**config.mk**
```make
export PLATFORM = sky130hd
export DESIGN_NAME = simd_fault_memchk
export DESIGN_NICKNAME = d
export VERILOG_FILES = /design/src/rtl/simd_fault_pkg.sv /design/src/rtl/simd_fault_memchk.sv
export SDC_FILE = /design/constraint.sdc
export NUM_CORES = 1
export LEC_CHECK = 0
export BUFFER_PORTS_ARGS = -buffer_cell sky130_fd_sc_hd__buf_2
export CAP_MARGIN = 20
export CORE_MARGIN = 3
export CORE_UTILIZATION = 50
export DETAILED_ROUTE_END_ITERATION = 8
export PLACE_DENSITY = 0.84
export SETUP_SLACK_MARGIN = 0.4
export SYNTH_ARGS = -nofsm -noshare
export SYNTH_HDL_FRONTEND = slang
export SYNTH_SLANG_ARGS = --single-unit
```
**constraint.sdc**
```tcl
create_clock -name vclk -period 5.56
set_clock_uncertainty 0.2 [all_clocks]
set_input_delay 0.834 -clock vclk [all_inputs]
set_output_delay 0.834 -clock vclk [all_outputs]
set_load 0.03 [all_outputs]
```
**src/rtl/simd_fault_pkg.sv**
```systemverilog
package simd_fault_pkg;

    // Exception codes reported on fault_code_o
    typedef enum logic [2:0] {
        EXC_NONE = 3'd0,
        EXC_UD   = 3'd1,
        EXC_NM   = 3'd2,
        EXC_GP   = 3'd3,
        EXC_SS   = 3'd4,
        EXC_PF   = 3'd5
    } exc_e;

    // Operating mode input codes
    localparam logic [2:0] MODE_REAL   = 3'd0;
    localparam logic [2:0] MODE_V86    = 3'd1;
    localparam logic [2:0] MODE_PROT   = 3'd2;
    localparam logic [2:0] MODE_COMPAT = 3'd3;
    localparam logic [2:0] MODE_LONG   = 3'd4;

    // Address-check rule family selected by the mode
    typedef enum logic [1:0] {
        RULE_RANGE16 = 2'd0,   // 16-bit linear range check
        RULE_SEGMENT = 2'd1,   // segment limit check
        RULE_FLAT    = 2'd2    // canonical form check
    } rule_e;

    typedef struct packed {
        rule_e rule;
        logic  pf_en;
    } mode_cfg_t;

    function automatic mode_cfg_t decode_mode(input logic [2:0] m);
        mode_cfg_t c;
        unique case (m)
            MODE_REAL: begin c.rule = RULE_RANGE16; c.pf_en = 1'b0; end
            MODE_V86:  begin c.rule = RULE_RANGE16; c.pf_en = 1'b1; end
            MODE_LONG: begin c.rule = RULE_FLAT;    c.pf_en = 1'b1; end
            default:   begin c.rule = RULE_SEGMENT; c.pf_en = 1'b1; end
        endcase
        return c;
    endfunction

endpackage

```
**src/rtl/simd_fault_memchk.sv**
```systemverilog
module simd_fault_memchk
    import simd_fault_pkg::*;
#(
    parameter int ADDR_W   = 64,
    parameter int OP_BYTES = 16,
    parameter int RANGE_TOP = 32'h0000_FFFF
) (
    input  logic [2:0]        mode_i,
    input  logic              mem_op_i,
    input  logic [ADDR_W-1:0] eff_addr_i,
    input  logic              addr_canon_i,
    input  logic              seg_limit_viol_i,
    input  logic              stack_seg_i,
    input  logic              page_fault_i,
    output logic              addr_hit_o,
    output exc_e              addr_code_o,
    output logic              pf_hit_o
);

    localparam int ALIGN_BITS = $clog2(OP_BYTES);
    localparam int EXT_W      = ADDR_W + 1;

    mode_cfg_t        cfg;
    logic             misalign;
    logic [EXT_W-1:0] last_byte;
    logic             out_of_range;
    logic             rule_hit;

    always_comb begin
        cfg          = decode_mode(mode_i);
        misalign     = |eff_addr_i[ALIGN_BITS-1:0];
        last_byte    = {1'b0, eff_addr_i} + EXT_W'(OP_BYTES - 1);
        out_of_range = last_byte > EXT_W'(RANGE_TOP);

        rule_hit = 1'b0;
        unique case (cfg.rule)
            RULE_RANGE16: rule_hit = out_of_range;
            RULE_SEGMENT: rule_hit = seg_limit_viol_i;
            RULE_FLAT:    rule_hit = ~addr_canon_i;
            default:      rule_hit = 1'b0;
        endcase

        addr_hit_o  = 1'b0;
        addr_code_o = EXC_NONE;
        if (mem_op_i) begin
            if (misalign) begin
                addr_hit_o  = 1'b1;
                addr_code_o = EXC_GP;
            end else if (rule_hit) begin
                addr_hit_o  = 1'b1;
                // range rule never uses the stack distinction
                addr_code_o = (stack_seg_i && cfg.rule != RULE_RANGE16) ? EXC_SS : EXC_GP;
            end
        end
        pf_hit_o = mem_op_i & cfg.pf_en & page_fault_i;
    end

endmodule

```
# Yosys cells after proc, flatten, opt, wreduce, memory -nomap -nowiden
# Index checks and enable logic that the tools add are counted.
dict set report op_classes {
  addsub 1
  n_lt_le_gt_ge 1
  eq_ne 4
  n_mux 9
  bitwise_logic 3
  n_reduce_logical 5
}
# operator count
set ops {}
lappend ops {{64-bit by 4-bit adder with 65-bit output (second input constant)} 1}
lappend ops {{65-bit by 16-bit > comparator with 1-bit output (second input constant)} 1}
lappend ops {{3-bit 2-to-1 mux} 4}
lappend ops {{3-bit one-hot mux with 3 select lines} 1}
lappend ops {{4-bit OR reduction} 1}
lappend ops {{3-bit by 1-bit equality test with 1-bit output (second input constant)} 1}
lappend ops {{3-bit equality test (second input constant)} 1}
lappend ops {{3-bit logical NOT} 1}
lappend ops {{1-bit 2-to-1 mux} 3}
lappend ops {{1-bit one-hot mux with 3 select lines} 1}
lappend ops {{1-bit bitwise AND} 2}
lappend ops {{2-bit by 1-bit equality test with 1-bit output (second input constant)} 1}
lappend ops {{2-bit equality test (second input constant)} 1}
lappend ops {{2-bit logical NOT} 1}
lappend ops {{2-bit nonzero test} 1}
lappend ops {{1-bit logical AND} 1}
lappend ops {{1-bit NOT} 1}
dict set report word_totals {
  register_bits 0
  output_inout_bits 5
  word_cells 23
}

# Depth between registers and ports, before layout
dict set report depth {
  ltp_word 8
  depth_mapped 11
}

# Least setup slack after synthesis
# No wires, ideal clock.
dict set report synth_path {
  path_kind {input to output}
  start {in eff_addr_i[0]}
  end {out addr_code_o[1]}
  arrival_time_ns 3.516
  t_required_ns 4.526
  path_slack_ns 1.010
  path_stages 11
  path_buffers 1
  cell_sequence {inv_1 ha_1 or3b_1 and3_1 a311o_1 o41ai_1 o211ai_1 or4_4 nor4_4 a31oi_1 buf_4}
}
dict set report synth_via {
  elab_chain_len 6
}
# element line
set synth_rtl {}
lappend synth_rtl {{from (decl)} simd_fault_memchk.sv:10} ;# input logic [ADDR_W-1:0] eff_addr_i,
lappend synth_rtl {{64-bit by 4-bit adder with 65-bit output} simd_fault_memchk.sv:32} ;# last_byte = {1'b0, eff_addr_i} + EXT_W'(OP_BYTES - 1);
lappend synth_rtl {{65-bit by 16-bit > comparator with 1-bit output} simd_fault_memchk.sv:33} ;# out_of_range = last_byte > EXT_W'(RANGE_TOP);
lappend synth_rtl {{1-bit one-hot mux with 3 select lines} simd_fault_memchk.sv:36} ;# unique case (cfg.rule)
lappend synth_rtl {{3-bit 2-to-1 mux} simd_fault_memchk.sv:49} ;# end else if (rule_hit) begin
lappend synth_rtl {{3-bit 2-to-1 mux (*)} simd_fault_memchk.sv:46} ;# if (misalign) begin
lappend synth_rtl {{3-bit 2-to-1 mux (*)} simd_fault_memchk.sv:45} ;# if (mem_op_i) begin
lappend synth_rtl {{to (decl)} simd_fault_memchk.sv:16} ;# output exc_e addr_code_o,
# Mark *: on every way between the ends. The rest lies on a longest branch, timed or not.

# Final worst setup path
dict set report layout_path {
  start {in eff_addr_i[0]}
  end {out addr_code_o[0]}
}
# Same word-level chain as after synthesis.

==> impl_metrics.ini <==
[cells_and_area]
final_common_cell = buf_2
drive_above_1_share_pct = 29.0
layout_common_cells = buf_2, nand2_1, nand4_1, nand3_1, nor3_1
fillers = 338
antenna_cells = 0
nNetsFinal = 421
clock_buffers = 0
regArea_sq_um = 0
nFlopsAndLatches = 0
syn2layout_area_growth_pct = 23.2

[power]
irDropWorstVdd_v = 0.0000265
p_leak_nw = 0.843
power_density_mw_per_mm2 = 51.3

[place]
gp_congestion = 1.03
dpl.hpwl_um = 5550
io_buffers = 77

[die]
die_area_sq_mm = 0.00436
ios = 77
row_count = 21
design.core.area_sq_mm = 0.00342
start_util_pct = 52.8
die_h_um = 66.1
fp.dieW_um = 66.1

[route]
viasPerCell = 6.71
drtAntennaViolNets = 0
wire_per_inst_um = 16.7
drc = 0
route.vias.total = 2623
totalWireLength_um = 6540
first_pass_iters = 5
drt_iter0_markers = 176

[sta]
fmax_ghz = 0.212
layout_min_cycle_time_ns = 4.72
setup_viol = 0
finalHoldViolCount = 0
worst_pin_slew_ns = 0.535
whs_ns = 1.82
rsz0062_at_grt = no
slew_headroom_pct = 64.3
post-route-period-util_pct = 84.8
drv_slew = 0
tns_ns = 0

[critical_path]
cpMostUsedCell = buf_2
end_kind = output pin
critPathMaxFanout = 5
crit_path_start_kind = input port
crit_path_top_delay_cell = or4_4
crit_buf_inv = 3
critPathTopFamily = simple AND/OR/NAND/NOR gates
cp.arrival_ns = 3.68
crit_type = in2out
cp_slowest_stage_delay_ns = 0.56
worstPathRequired_ns = 4.53
cp_cell_sequence = buf_2 > inv_1 > ha_1 > or3b_1 > and3_1 > a311o_1 > o41ai_1 > o211ai_1 > or4_4 > nor4_4 > a31oi_1 > buf_2

[status]
status = finished, final reports clean

[clocking]
post-cts-setup-buffer-count = 0
cts_resized = 0
ctsHoldBuffers = 0

[synthesis]
ys_top_cells_by_area = nand4_1, nand3_1, nor3_1, nand2_1, nor4_4
ys_warn_count = 0
synth.avg_cell_area_sq_um = 6.63
syn_nets = 346
yosys.area.top_type = nand4_1
synthCells = 272
yosysTopAreaCellShare_pct = 7.98
synth_area_sq_mm = 0.00180
synth-seq-area-share_pct = 0
yosysUniqueCellTypes = 64

[run]
cap_violations = 0

[global_route]
grt.overflow.total = 0
grt.total_usage_pct = 29.1
grt_max_degree = 11
antenna_found_initial = 0
grt_first_pass_wirelength_um = 10400
first_global_vias = 2308

[min_path]
hp-class = in2out
-- final cells by class --
cell class | instances | area, sq um | share of cell area (%)
Multi-Input combinational cell | 258 | 1740 | 78.4
Timing Repair Buffer | 77 | 385 | 17.3
Inverter | 10 | 37.5 | 1.69
Tap cell | 46 | 57.6 | 2.59
-- per-stage QoR --
| stage | power [W] | util (%) | instances | cell area [sq um] | setup WS [ns] |
|---|---|---|---|---|---|
| 2_1_floorplan | 0.0000531 | - | 272 | 1800 | 1.01 |
| 3_3_place_gp | 0.000110 | 65.1 | 391 | 2220 | 0.945 |
| 3_5_place_dp | 0.000111 | 65.1 | 391 | 2220 | 0.860 |
| 4_1_cts | 0.000112 | 65.1 | 391 | 2220 | 0.844 |
| 5_1_grt | 0.000124 | 65.1 | 391 | 2220 | 0.621 |
| 6_report | 0.000114 | 65.1 | 391 | 2220 | 0.843 |
-- worst paths after layout --
check / start / end / slack [ns] / depth (start not counted)
hold / removal: page_fault_i / pf_hit_o / 1.82 / 3
setup / recovery: eff_addr_i[0] / addr_code_o[0] / 0.84 / 12
-- logic make-up after synthesis --
| family | Yosys count | share of synthesized area [%] |
|---|---|---|
| AND/OR/NAND/NOR | 174 | 60.8 |
| AO/OA/AOI/OAI | 64 | 25.1 |
| buffers and inverters | 14 | 3.40 |
| XOR/XNOR | 10 | 4.86 |
| multiplexers | 8 | 4.51 |
| adder cells (fa/ha/maj) | 2 | 1.39 |
-- routing by layer --
| metal | global-route usage [%] | up-vias | share of wire, % |
|---|---|---|---|
| met5 | 0 | - | 0 |
| met4 | 7.11 | 0 | 2.5 |
| met3 | 1.02 | 17 | 9.8 |
| met2 | 49.3 | 143 | 45 |
| met1 | 40.3 | 1209 | 43 |
| li1 | - | 1254 | - |
-- where the power goes --
part           internal [W]  switching (W)  leakage [nW]  total (W)
Combinational     0.0000441      0.0000699         0.843   0.000114
Clock                     0              0             0          0
Sequential                0              0             0          0
-- cell usage after synthesis, drive strengths merged, types with 2 or more instances --
| master | n |
|---|---|
| nor3 | 20 |
| xor2 | 3 |
| nor4b | 3 |
| or3b | 2 |
| o211ai | 3 |
| nor2 | 21 |
| o2111ai | 2 |
| o22ai | 3 |
| a2bb2oi | 3 |
| xnor2 | 7 |
| o21ai | 17 |
| or2 | 3 |
| a211o | 2 |
| nand2b | 3 |
| buf | 3 |
| nand3b | 3 |
| or4 | 7 |
| a211oi | 3 |
| ha | 2 |
| a21o | 2 |
| o21a | 3 |
| inv | 10 |
| nor4 | 15 |
| and3 | 9 |
| or3 | 6 |
| nand2 | 27 |
| a21oi | 6 |
| nand3 | 22 |
| nor3b | 2 |
| mux2i | 7 |
| nand4 | 28 |
| a31oi | 4 |
(Power assumes the default switching activity.)
